File: src/rtl/ac97_fe_pkg.sv
`timescale 1ns/1ps
package ac97_fe_pkg;

   typedef enum logic [1:0] {
      RS_HOLD,
      RS_WAIT,
      RS_RUN
   } rs_state_e;

   function automatic int imax(input int a, input int b);
      return (a > b) ? a : b;
   endfunction

   // bits needed to hold values 0..v
   function automatic int bits_for(input int v);
      return (v < 2) ? 1 : $clog2(v + 1);
   endfunction

endpackage

File: src/rtl/ac97_fe_rstseq.sv
`timescale 1ns/1ps
module ac97_fe_rstseq
   import ac97_fe_pkg::*;
#(
   parameter int RST_LOW_CYC  = 13,
   parameter int CLK_WAIT_CYC = 8
) (
   input  logic clk,
   input  logic rst_n,
   output logic codec_rst_n,
   output logic run
);

   localparam int CW = bits_for(imax(RST_LOW_CYC, CLK_WAIT_CYC));

   initial begin
      assert (RST_LOW_CYC >= 1)  else $fatal(1, "RST_LOW_CYC must be at least 1");
      assert (CLK_WAIT_CYC >= 1) else $fatal(1, "CLK_WAIT_CYC must be at least 1");
   end

   rs_state_e       st;
   logic [CW-1:0]   cnt;

   always_ff @(posedge clk or negedge rst_n) begin
      if (!rst_n) begin
         st  <= RS_HOLD;
         cnt <= '0;
      end else begin
         case (st)
            RS_HOLD: begin
               if (cnt == CW'(RST_LOW_CYC - 1)) begin
                  st  <= RS_WAIT;
                  cnt <= '0;
               end else begin
                  cnt <= cnt + 1'b1;
               end
            end
            RS_WAIT: begin
               if (cnt == CW'(CLK_WAIT_CYC - 1)) begin
                  st  <= RS_RUN;
                  cnt <= '0;
               end else begin
                  cnt <= cnt + 1'b1;
               end
            end
            default: cnt <= cnt;
         endcase
      end
   end

   assign codec_rst_n = (st != RS_HOLD);
   assign run         = (st == RS_RUN);

endmodule

File: src/rtl/ac97_fe_timer.sv
`timescale 1ns/1ps
module ac97_fe_timer
   import ac97_fe_pkg::*;
#(
   parameter int PH1_W     = 16,
   parameter int PH2_W     = 20,
   parameter int PH2_SLOTS = 12,
   parameter int FRAME_LEN = 256,
   parameter int SYNC_W    = 16,
   parameter int DATA_DLY  = 1,
   parameter int IDX_W     = 4
) (
   input  logic             clk,
   input  logic             rst_n,
   input  logic             run,
   output logic             fsync,
   output logic             in_data,
   output logic [IDX_W-1:0] slot,
   output logic             last_bit,
   output logic             slot_load,
   output logic [IDX_W-1:0] slot_load_idx
);

   localparam int NSLOT = 1 + PH2_SLOTS;
   localparam int SH_W  = imax(PH1_W, PH2_W);
   localparam int CNT_W = bits_for(FRAME_LEN - 1);
   localparam int BL_W  = bits_for(SH_W - 1);

   logic [CNT_W-1:0] bcnt, bcnt_nx;
   logic [BL_W-1:0]  bleft;
   logic             start, last_slot;

   always_comb begin
      bcnt_nx   = (bcnt == CNT_W'(FRAME_LEN - 1)) ? '0 : bcnt + 1'b1;
      start     = run && (bcnt_nx == CNT_W'(DATA_DLY));
      last_bit  = in_data && (bleft == '0);
      last_slot = (slot == IDX_W'(NSLOT - 1));
      slot_load = start || (run && last_bit && !last_slot);
      slot_load_idx = start ? '0 : slot + 1'b1;
      fsync     = run && (bcnt < CNT_W'(SYNC_W));
   end

   always_ff @(posedge clk or negedge rst_n) begin
      if (!rst_n) begin
         bcnt    <= '0;
         bleft   <= '0;
         slot    <= '0;
         in_data <= 1'b0;
      end else if (run) begin
         bcnt <= bcnt_nx;
         if (start) begin
            in_data <= 1'b1;
            slot    <= '0;
            bleft   <= BL_W'(PH1_W - 1);
         end else if (in_data) begin
            if (bleft == '0) begin
               if (last_slot) begin
                  in_data <= 1'b0;
               end else begin
                  slot  <= slot + 1'b1;
                  bleft <= BL_W'(PH2_W - 1);
               end
            end else begin
               bleft <= bleft - 1'b1;
            end
         end
      end
   end

   a_r2_sync_period: assert property (@(posedge clk) disable iff (!rst_n)
      (run && $past(run) && $rose(fsync)) |-> ($past(bcnt) == CNT_W'(FRAME_LEN - 1)))
      else $error("sync rose off the frame boundary");

   a_r3_slot_range: assert property (@(posedge clk) disable iff (!rst_n)
      in_data |-> (slot <= IDX_W'(NSLOT - 1)))
      else $error("slot index past the layout");

endmodule

File: src/rtl/ac97_fe_tx.sv
`timescale 1ns/1ps
module ac97_fe_tx
   import ac97_fe_pkg::*;
#(
   parameter int PH1_W     = 16,
   parameter int PH2_W     = 20,
   parameter int PH2_SLOTS = 12,
   parameter int WORD_W    = 32,
   parameter int IDX_W     = 4
) (
   input  logic              clk,
   input  logic              rst_n,
   input  logic              run,
   input  logic              in_data,
   input  logic              slot_load,
   input  logic [IDX_W-1:0]  slot_load_idx,
   input  logic [WORD_W-1:0] tx_data,
   input  logic              tx_valid,
   output logic              tx_ready,
   output logic [IDX_W-1:0]  tx_slot,
   output logic              tx_underrun,
   output logic              sd_out
);

   localparam int NSLOT = 1 + PH2_SLOTS;
   localparam int SH_W  = imax(PH1_W, PH2_W);

   logic [WORD_W-1:0] hold_q, ld_word;
   logic              full_q;
   logic [IDX_W-1:0]  req_idx;
   logic [SH_W-1:0]   sh, sh_ld;
   logic              take;
   logic              unused_ld;

   always_comb begin
      take     = tx_valid && tx_ready;
      ld_word  = full_q ? hold_q : (tx_valid ? tx_data : '0);
      if (slot_load_idx == '0) sh_ld = SH_W'(ld_word[PH1_W-1:0]) << (SH_W - PH1_W);
      else                     sh_ld = SH_W'(ld_word[PH2_W-1:0]) << (SH_W - PH2_W);
   end
   assign unused_ld = ^ld_word;

   assign tx_ready = run && !full_q;
   assign tx_slot  = req_idx;
   assign sd_out   = in_data & sh[SH_W-1];

   always_ff @(posedge clk or negedge rst_n) begin
      if (!rst_n) begin
         hold_q      <= '0;
         full_q      <= 1'b0;
         req_idx     <= '0;
         sh          <= '0;
         tx_underrun <= 1'b0;
      end else begin
         if (slot_load) begin
            sh      <= sh_ld;
            full_q  <= 1'b0;
            req_idx <= (slot_load_idx == IDX_W'(NSLOT - 1)) ? '0 : slot_load_idx + 1'b1;
            if (!full_q && !tx_valid) tx_underrun <= 1'b1;
         end else begin
            if (in_data) sh <= sh << 1;
            if (take) begin
               hold_q <= tx_data;
               full_q <= 1'b1;
            end
         end
      end
   end

   a_r5_full_blocks_ready: assert property (@(posedge clk) disable iff (!rst_n)
      (take && !slot_load) |=> !tx_ready)
      else $error("ready stayed high with a word held");

   a_r5_tag_align: assert property (@(posedge clk) disable iff (!rst_n)
      slot_load |-> (slot_load_idx == req_idx))
      else $error("requested tag differs from the slot being loaded");

   a_r6_underrun_sticky: assert property (@(posedge clk) disable iff (!rst_n)
      tx_underrun |=> tx_underrun)
      else $error("underrun flag cleared without reset");

endmodule

File: src/rtl/ac97_fe_rx.sv
`timescale 1ns/1ps
module ac97_fe_rx
   import ac97_fe_pkg::*;
#(
   parameter int PH1_W   = 16,
   parameter int PH2_W   = 20,
   parameter int WORD_W  = 32,
   parameter int IDX_W   = 4,
   parameter bit RX_FALL = 1'b1
) (
   input  logic              clk,
   input  logic              rst_n,
   input  logic              sd_in,
   input  logic              in_data,
   input  logic              last_bit,
   input  logic [IDX_W-1:0]  slot,
   output logic [WORD_W-1:0] rx_data,
   output logic              rx_valid,
   output logic [IDX_W-1:0]  rx_slot
);

   localparam int SH_W = imax(PH1_W, PH2_W);

   logic              bit_now;
   logic [SH_W-2:0]   acc;
   logic [SH_W-1:0]   word;

   generate
      if (RX_FALL) begin : g_fall
         logic smp;
         always_ff @(negedge clk or negedge rst_n) begin
            if (!rst_n) smp <= 1'b0;
            else        smp <= sd_in;
         end
         assign bit_now = smp;
      end else begin : g_rise
         assign bit_now = sd_in;
      end
   endgenerate

   assign word = {acc, bit_now};

   always_ff @(posedge clk or negedge rst_n) begin
      if (!rst_n) begin
         acc      <= '0;
         rx_data  <= '0;
         rx_valid <= 1'b0;
         rx_slot  <= '0;
      end else begin
         rx_valid <= 1'b0;
         if (in_data) acc <= word[SH_W-2:0];
         if (last_bit) begin
            rx_valid <= 1'b1;
            rx_slot  <= slot;
            rx_data  <= (slot == '0) ? WORD_W'(word[PH1_W-1:0]) : WORD_W'(word[PH2_W-1:0]);
         end
      end
   end

   a_r7_valid_pulse: assert property (@(posedge clk) disable iff (!rst_n)
      rx_valid |=> !rx_valid)
      else $error("receive strobe held for more than one cycle");

endmodule

File: src/rtl/ac97_frame_engine.sv
`timescale 1ns/1ps
module ac97_frame_engine
   import ac97_fe_pkg::*;
#(
   parameter int PH1_W        = 16,
   parameter int PH2_W        = 20,
   parameter int PH2_SLOTS    = 12,
   parameter int FRAME_LEN    = 256,
   parameter int SYNC_W       = 16,
   parameter int DATA_DLY     = 1,
   parameter int RST_LOW_CYC  = 13,
   parameter int CLK_WAIT_CYC = 8,
   parameter int WORD_W       = 32,
   parameter int IDX_W        = 4,
   parameter bit RX_FALL      = 1'b1
) (
   input  logic              clk,
   input  logic              rst_n,
   output logic              codec_rst_n,
   output logic              fsync,
   output logic              sd_out,
   input  logic              sd_in,
   input  logic [WORD_W-1:0] tx_data,
   input  logic              tx_valid,
   output logic              tx_ready,
   output logic [IDX_W-1:0]  tx_slot,
   output logic              tx_underrun,
   output logic [WORD_W-1:0] rx_data,
   output logic              rx_valid,
   output logic [IDX_W-1:0]  rx_slot
);

   localparam int NSLOT = 1 + PH2_SLOTS;
   localparam int USED  = PH1_W + PH2_SLOTS * PH2_W;

   initial begin
      assert (PH1_W >= 2 && PH2_W >= 2)   else $fatal(1, "slot widths must be at least 2");
      assert (imax(PH1_W, PH2_W) <= WORD_W) else $fatal(1, "slot wider than the word");
      assert (PH2_SLOTS >= 1)             else $fatal(1, "need at least one phase-2 slot");
      assert (NSLOT <= (1 << IDX_W))      else $fatal(1, "IDX_W too narrow");
      assert (USED <= FRAME_LEN)          else $fatal(1, "layout longer than the frame");
      assert (SYNC_W >= 1 && SYNC_W < FRAME_LEN) else $fatal(1, "bad sync width");
      assert (DATA_DLY >= 1 && DATA_DLY < FRAME_LEN) else $fatal(1, "bad data delay");
   end

   logic             run, in_data, last_bit, slot_load;
   logic [IDX_W-1:0] slot, slot_load_idx;

   ac97_fe_rstseq #(
      .RST_LOW_CYC (RST_LOW_CYC),
      .CLK_WAIT_CYC(CLK_WAIT_CYC)
   ) u_rstseq (
      .clk        (clk),
      .rst_n      (rst_n),
      .codec_rst_n(codec_rst_n),
      .run        (run)
   );

   ac97_fe_timer #(
      .PH1_W    (PH1_W),
      .PH2_W    (PH2_W),
      .PH2_SLOTS(PH2_SLOTS),
      .FRAME_LEN(FRAME_LEN),
      .SYNC_W   (SYNC_W),
      .DATA_DLY (DATA_DLY),
      .IDX_W    (IDX_W)
   ) u_timer (
      .clk          (clk),
      .rst_n        (rst_n),
      .run          (run),
      .fsync        (fsync),
      .in_data      (in_data),
      .slot         (slot),
      .last_bit     (last_bit),
      .slot_load    (slot_load),
      .slot_load_idx(slot_load_idx)
   );

   ac97_fe_tx #(
      .PH1_W    (PH1_W),
      .PH2_W    (PH2_W),
      .PH2_SLOTS(PH2_SLOTS),
      .WORD_W   (WORD_W),
      .IDX_W    (IDX_W)
   ) u_tx (
      .clk          (clk),
      .rst_n        (rst_n),
      .run          (run),
      .in_data      (in_data),
      .slot_load    (slot_load),
      .slot_load_idx(slot_load_idx),
      .tx_data      (tx_data),
      .tx_valid     (tx_valid),
      .tx_ready     (tx_ready),
      .tx_slot      (tx_slot),
      .tx_underrun  (tx_underrun),
      .sd_out       (sd_out)
   );

   ac97_fe_rx #(
      .PH1_W  (PH1_W),
      .PH2_W  (PH2_W),
      .WORD_W (WORD_W),
      .IDX_W  (IDX_W),
      .RX_FALL(RX_FALL)
   ) u_rx (
      .clk     (clk),
      .rst_n   (rst_n),
      .sd_in   (sd_in),
      .in_data (in_data),
      .last_bit(last_bit),
      .slot    (slot),
      .rx_data (rx_data),
      .rx_valid(rx_valid),
      .rx_slot (rx_slot)
   );

   a_r1_sync_after_release: assert property (@(posedge clk) disable iff (!rst_n)
      fsync |-> codec_rst_n)
      else $error("frame sync while codec held in reset");

   a_r8_no_strobe_in_pad: assert property (@(posedge clk) disable iff (!rst_n)
      (!in_data && !$past(in_data)) |-> !rx_valid)
      else $error("receive strobe outside slot bits");

endmodule

File: config.mk
export PLATFORM = sky130hd
export DESIGN_NAME = ac97_frame_engine
export DESIGN_NICKNAME = d
export VERILOG_FILES = /design/src/rtl/ac97_fe_pkg.sv /design/src/rtl/ac97_fe_rstseq.sv /design/src/rtl/ac97_fe_timer.sv /design/src/rtl/ac97_fe_tx.sv /design/src/rtl/ac97_fe_rx.sv /design/src/rtl/ac97_frame_engine.sv
export SDC_FILE = /design/constraint.sdc
export NUM_CORES = 1
export LEC_CHECK = 0
export ABC_AREA = 1
export BUFFER_PORTS_ARGS = -buffer_cell sky130_fd_sc_hd__buf_2
export CORE_UTILIZATION = 35
export CTS_CLUSTER_SIZE = 16
export DETAILED_ROUTE_END_ITERATION = 8
export GPL_TIMING_DRIVEN = 1
export REMOVE_ABC_BUFFERS = 1
export SLEW_MARGIN = 20
export SYNTH_ARGS = -nofsm -noshare
export SYNTH_HDL_FRONTEND = slang
export SYNTH_SLANG_ARGS = --single-unit
File: constraint.sdc
create_clock -name clk -period 4.5 [get_ports clk]
set_input_delay 0.9 -clock clk [delete_from_list [all_inputs] [get_ports clk]]
set_output_delay 0.9 -clock clk [all_outputs]
set_load 0.1 [all_outputs]
==> impl_metrics.yaml, run 1 <==
run_status:
  status: "finished clean"
sta:
  hold_slack_ns: 0.471
  slew_headroom: 0.343
  clock_skew_ns: 0.0221
  fmax_mhz: 332
  period_needed_ns: 3.01
  rsz0062_at_grt: "false"
  hold_viol_final: 0
  setup_violations: 0
  tightestPinTransition_ns: 0.980
  maxSlewViolCount: 0
  finalSetupTns_ns: 0
  min_period_over_period: 0.669
cts:
  postCtsSetupBuffers: 0
  post_cts_resized: 0
  htree_levels: 4
  clk_latency_ns: 0.42
  cts_buffer_depth: 2
  clock-root-buffer: "clkbuf_16"
  path_clk_slew_ns: 0.05
  cts_tree: "done"
  clock_sinks: 115
  hold_buffers: 0
  cts_buffers: 17
cells_and_area:
  antenna_cells: 0
  nets: 786
  area_growth_pct: 16.3
  drive_gt1_frac: 0.170
  fillerInstances: 1650
route:
  routed_wl_mm: 11.8
  vias: 4437
  drt_iter0_drc: 231
  wl_per_cell_um: 12.2
  route.detailed.drc: 0
  drtAntennaViolNets: 0
  drtPass1Iterations: 4
  vias_per_cell: 4.57
logic_synthesis:
  synth_cells: 689
  synthTopCellsByCount: "nand2_1, dfrtp_1, o21ai_0, nand3_1, inv_1"
  async_reset_ff_frac: 1.00
  synth-xor-area-share: 0.00923
  synth_area_um2: 5690
  seq_area_frac_synth: 0.505
  synth_edf_count: 0
  synthAdderAreaFrac: 0.0198
  synth_mux_area_frac: 0.00725
  yosysTopAreaCell: "dfrtp_1"
  synth_top_family_by_area: "simple AND/OR/NAND/NOR gates"
  ys_seq_elements: 115
  synth_compound_area_frac: 0.108
  synthSimpleGateAreaFrac: 0.255
  synth-main-ff-cell: "dfrtp_1"
  synth_area_leaders: "dfrtp_1, nand2_1, o21ai_0"
  synth_cell_types: 39
  synth_top_area_share: 0.501
  ys.warnings.count: 0
  synth.most_common_cell: "nand2_1"
  syn_area_per_cell_um2: 8.26
setup_path:
  reg2reg_setup_slack_ns: 1.55
  worst_setup_path_start_kind: "register"
  critical_path_class: "reg -> out"
  worst_r2r_path_depth: 18
  critPathCaptureType: "output pin"
  cp_common_cell: "nor2_1"
  rr_endpoint: "u_tx.sh[19]"
  slowest_stage: "buf_2"
  crit_start: "u_rstseq.st[1]"
  worstPathCellList: "inv_1, nor2_1, buf_4, clkinv_1, nor2_1, buf_2"
  r2r-start: "u_timer.bcnt[1]"
  cp.required_ns: 3.60
  critPathMaxFanout: 14
  crit_cells: 6
  crit_family: "buffers and inverters"
  cp-endpoint: "tx_ready"
  cp_num_buf_inv: 4
  cp.arrival_ns: 2.11
  critical_path.max_stage_delay_ns: 0.44
min_path:
  whs_path_depth: 2
  min_path_type: "reg -> reg"
power_and_ir_drop:
  p_leak_uw: 0.00338
  vdd_drop_max_mv: 0.231
  cellPowerDensity_nw_per_um2: 415
run:
  maxCapViolCount: 0
global_routing:
  grt_max_degree: 67
  first_global_vias: 4288
  track_usage: 0.157
  grt_pass1_wl_mm: 20.5
  grt_overflow: 0
  antenna_found_initial: 0
floorplan:
  die_area_um2: 16800
  core-area_um2: 15900
  die_y_um: 130
  die_w_um: 130
  row_count: 46
  initial_core_util: 0.358
  ios: 82
placed_design:
  gp_congestion: 0.761
  hpwl_mm: 7.79
  portBuffers: 57
-- cells in the final DEF (no fill, tap or decap), types with 3 or more instances in the layout --
| master | netlist | routed |
|---|---|---|
| ha_1 | 9 | 9 |
| a21oi_1 | 5 | 5 |
| nand2_2 | 6 | 6 |
| xor2_1 | 6 | 6 |
| conb_1 | 1 | 12 |
| dfrtp_1 | 114 | 114 |
| buf_4 | 15 | 9 |
| nor2_2 | 3 | 3 |
| a22oi_1 | 10 | 10 |
| clkinvlp_4 | 0 | 5 |
| nor3_1 | 5 | 5 |
| inv_1 | 60 | 60 |
| nor2_1 | 37 | 37 |
| o21ai_0 | 84 | 84 |
| nand3_1 | 66 | 66 |
| or2_0 | 3 | 3 |
| or2_2 | 6 | 6 |
| buf_2 | 6 | 56 |
| clkbuf_16 | 0 | 17 |
| inv_2 | 8 | 8 |
| clkinv_2 | 0 | 4 |
| nand3b_1 | 5 | 5 |
| nand2_1 | 193 | 193 |
| o21ai_1 | 4 | 4 |
-- state kept, by name, indices dropped and copies added, names as in the netlist, 2 cells and up --
| signal | count |
|---|---|
| u_timer.slot | 4 |
| u_timer.bleft | 5 |
| u_tx.tx_slot | 4 |
| u_tx.sh | 20 |
| u_rx.rx_slot | 4 |
| u_rx.acc | 19 |
| u_rstseq.cnt | 4 |
| u_timer.bcnt | 8 |
| u_rx.rx_data | 20 |
| u_tx.hold_q | 20 |
| u_rstseq.st | 2 |
-- metrics by stage --
stage / worst slack [ns] / instances / total power, µW / utilization / cell area (µm²)
global placement: 1.10 / 938 / 1530 / 0.382 / 6070
floorplan: 0.412 / 657 / 1440 / - / 5460
detailed placement: 1.10 / 938 / 1530 / 0.382 / 6070
CTS: 1.46 / 970 / 2780 / 0.417 / 6620
finish: 1.49 / 970 / 2750 / 0.417 / 6620
global route: 1.27 / 970 / 2870 / 0.417 / 6620
-- area by class of cell --
class | count | area [µm²] | share of cell area
sequential | 115 | 2880 | 0.435
multi-input combinational | 472 | 2320 | 0.350
clock buffer | 19 | 433 | 0.0654
timing repair buffer | 65 | 348 | 0.0525
tap | 216 | 270 | 0.0408
inverter | 70 | 263 | 0.0397
clock inverter | 13 | 114 | 0.0172
-- worst min path at each step --
stage | startpoint | to | slack, ns
2_1_floorplan | u_tx.sh[13] | u_tx.sh[13] | 0.44
3_3_place_gp | u_tx.sh[16] | u_tx.sh[16] | 0.46
3_5_place_dp | u_tx.sh[13] | u_tx.sh[13] | 0.46
4_1_cts | u_tx.sh[16] | u_tx.sh[16] | 0.47
5_1_grt | u_tx.sh[15] | u_tx.sh[15] | 0.49
6_report | u_tx.sh[11] | u_tx.sh[11] | 0.47
-- layer usage --
metal | GRT usage | wire length (µm)
met5 | 0 | 0
met4 | 0.0622 | 230
met3 | 0.0446 | 422
met2 | 0.244 | 5380
met1 | 0.208 | 5780
-- worst min-delay path, stage by stage (launching register included) --
cell and delay [ns]:
dfrtp_1 0.33, nand2_1 0.05, nand2_1 0.05
-- where the power goes --
| part | switching, µW | internal [µW] | leakage, µW |
|---|---|---|---|
| Clock | 482 | 755 | 0.000255 |
| Combinational | 261 | 94.6 | 0.00169 |
| Sequential | 37.1 | 1120 | 0.00143 |
-- logic make-up after synthesis --
logic type	count (synthesis)
flip-flops	115
buffers and inverters	113
adder cells (fa/ha/maj)	9
other	1
AND/OR/NAND/NOR	330
AO/OA/AOI/OAI	112
multiplexers	3
XOR/XNOR	6
No activity file was read; power rests on OpenSTA's default activity.
==> run 2, diff against run 1 <==
==> constraint.sdc (replaced) <==
create_clock -name clk -period 2.7 [get_ports clk]
set_input_delay 0.54 -clock clk [delete_from_list [all_inputs] [get_ports clk]]
set_output_delay 0.54 -clock clk [all_outputs]
set_load 0.1 [all_outputs]
==> run 2 against run 1 <==
Against the previous run: clock skew increased by 0.0030 ns; worst setup slack got worse by 1.3 ns; die area is the same; combinational power is 69% higher; clock power is 66% higher; power increased by 67%; final cell count up 0.31%; global-route usage decreased by 0.16 points; highest routed layer unchanged.
==> impl_metrics.yaml, run 2 (same netlist as run 1, synthesis figures left out) <==
placed_design:
  hpwl_mm: 7.89
  placed_area_um2: 6180
  gp_congestion: 0.782
  pre_cts_ws_ns: 0.179
  portBuffers: 57
  dp_cells: 943
setup_path:
  critical_path_class: "reg -> out"
  worst_setup_path_start_kind: "register"
  reg2reg_setup_slack_ns: 0.23
  cp.arrival_ns: 1.98
  critPathCaptureType: "output pin"
  critPathMaxFanout: 14
  cp.required_ns: 2.16
sta:
  hold_slack_ns: 0.216
  maxSlewViolCount: 0
  clock_skew_ns: 0.0251
  min_period_over_period: 0.935
  tightestPinTransition_ns: 0.623
  slew_headroom: 0.585
  fmax_mhz: 396
  rsz0062_at_grt: "false"
  setup_violations: 0
  period_needed_ns: 2.52
  layout_setup_ws_ns: 0.176
  hold_viol_final: 0
cells_and_area:
  drive_gt1_frac: 0.177
  nets: 791
  multi_input_area_um2: 2320
  antenna_cells: 0
  area_growth_pct: 18.1
  final_common_cell: "nand2_1"
  fin_cells: 973
  reg.largest.list: "u_rx.rx_data (20), u_tx.hold_q (20), u_tx.sh (20)"
  final_area_um2: 6730
  fillerInstances: 1631
  final_cell_mix: "nand2_1, dfrtp_1, o21ai_0"
  seqCellArea_um2: 2880
floorplan:
  initial_core_util: 0.358
  die_area_um2: 16800
  die_y_um: 130
  die_w_um: 130
  core-area_um2: 15900
  row_count: 46
  ios: 82
route:
  wl_per_cell_um: 12.3
  drtPass1Iterations: 5
  route.detailed.drc: 0
  vias: 4458
  vias_per_cell: 4.58
  drtAntennaViolNets: 0
  drt_iter0_drc: 272
  routed_wl_mm: 11.9
cts:
  clock-root-buffer: "clkbuf_16"
  clock_sinks: 115
  clk_latency_ns: 0.42
  cts_buffer_depth: 2
  htree_levels: 4
  cts_buffers: 17
  cts_tree: "done"
  path_clk_slew_ns: 0.06
global_routing:
  track_usage: 0.156
  grt_pass1_wl_mm: 20.3
  first_global_vias: 4082
  grt_max_degree: 115
  antenna_found_initial: 0
  grt_overflow: 0
power_and_ir_drop:
  vdd_drop_max_mv: 0.415
  p_leak_uw: 0.00341
  power.total_uw: 4590
  cellPowerDensity_nw_per_um2: 683
min_path:
  min_path_type: "in -> async"
run_status:
  status: "finished clean"
run:
  maxCapViolCount: 0
## run 2: report_power, final
group	switching (µW)	internal (µW)
registers	64.2	1860
logic	438	165
clock network	813	1250
total	1310	3280
## run 2: critical path: stages (launching register included)
cell and delay [ns]:
dfrtp_1 0.38, inv_1 0.11, nor2_1 0.10, buf_4 0.23, clkinv_1 0.28, nor2_1 0.26, buf_12 0.21
## run 2: metal layers
layer,vias up,part of all wire,GRT usage
met2,87,0.45,0.232
met5,-,0,0
met4,0,0.012,0.0575
met3,16,0.041,0.0425
met1,2046,0.50,0.216
li1,2309,-,-
## run 2: final cells by class
| class | instances | area share |
|---|---|---|
| multi-input combinational | 472 | 0.345 |
| clock inverter | 13 | 0.0169 |
| clock buffer | 17 | 0.0633 |
| timing repair buffer | 70 | 0.0679 |
| inverter | 70 | 0.0391 |
| tap | 216 | 0.0402 |
| sequential | 115 | 0.428 |
## run 2: path summary, 6_finish.rpt
kind	startpoint	endpoint	depth (start not counted)
max in group asynchronous	rst_n	u_rx.bit_now	1
worst min register to register	u_tx.sh[14]	u_tx.sh[14]	2
min in group clk	tx_data[13]	u_tx.hold_q[13]	3
worst max register to register	u_timer.bcnt[1]	u_tx.hold_q[0]	15
worst min-delay path	rst_n	u_rx.rx_data[8]	2
worst max-delay path	u_rstseq.st[1]	tx_ready	6
## run 2: through the flow
step                 util  TNS, ns
floorplan               -    -7.51
global placement    0.389        0
detailed placement  0.389        0
CTS                 0.423        0
global route        0.423        0
finish              0.423        0
## run 2: timing repair
action | in CTS | in global routing
setup buffers | 0 | 0
hold buffers | 0 | 0
setup endpoints to repair | 0 | 5
gates resized for setup | 0 | 2
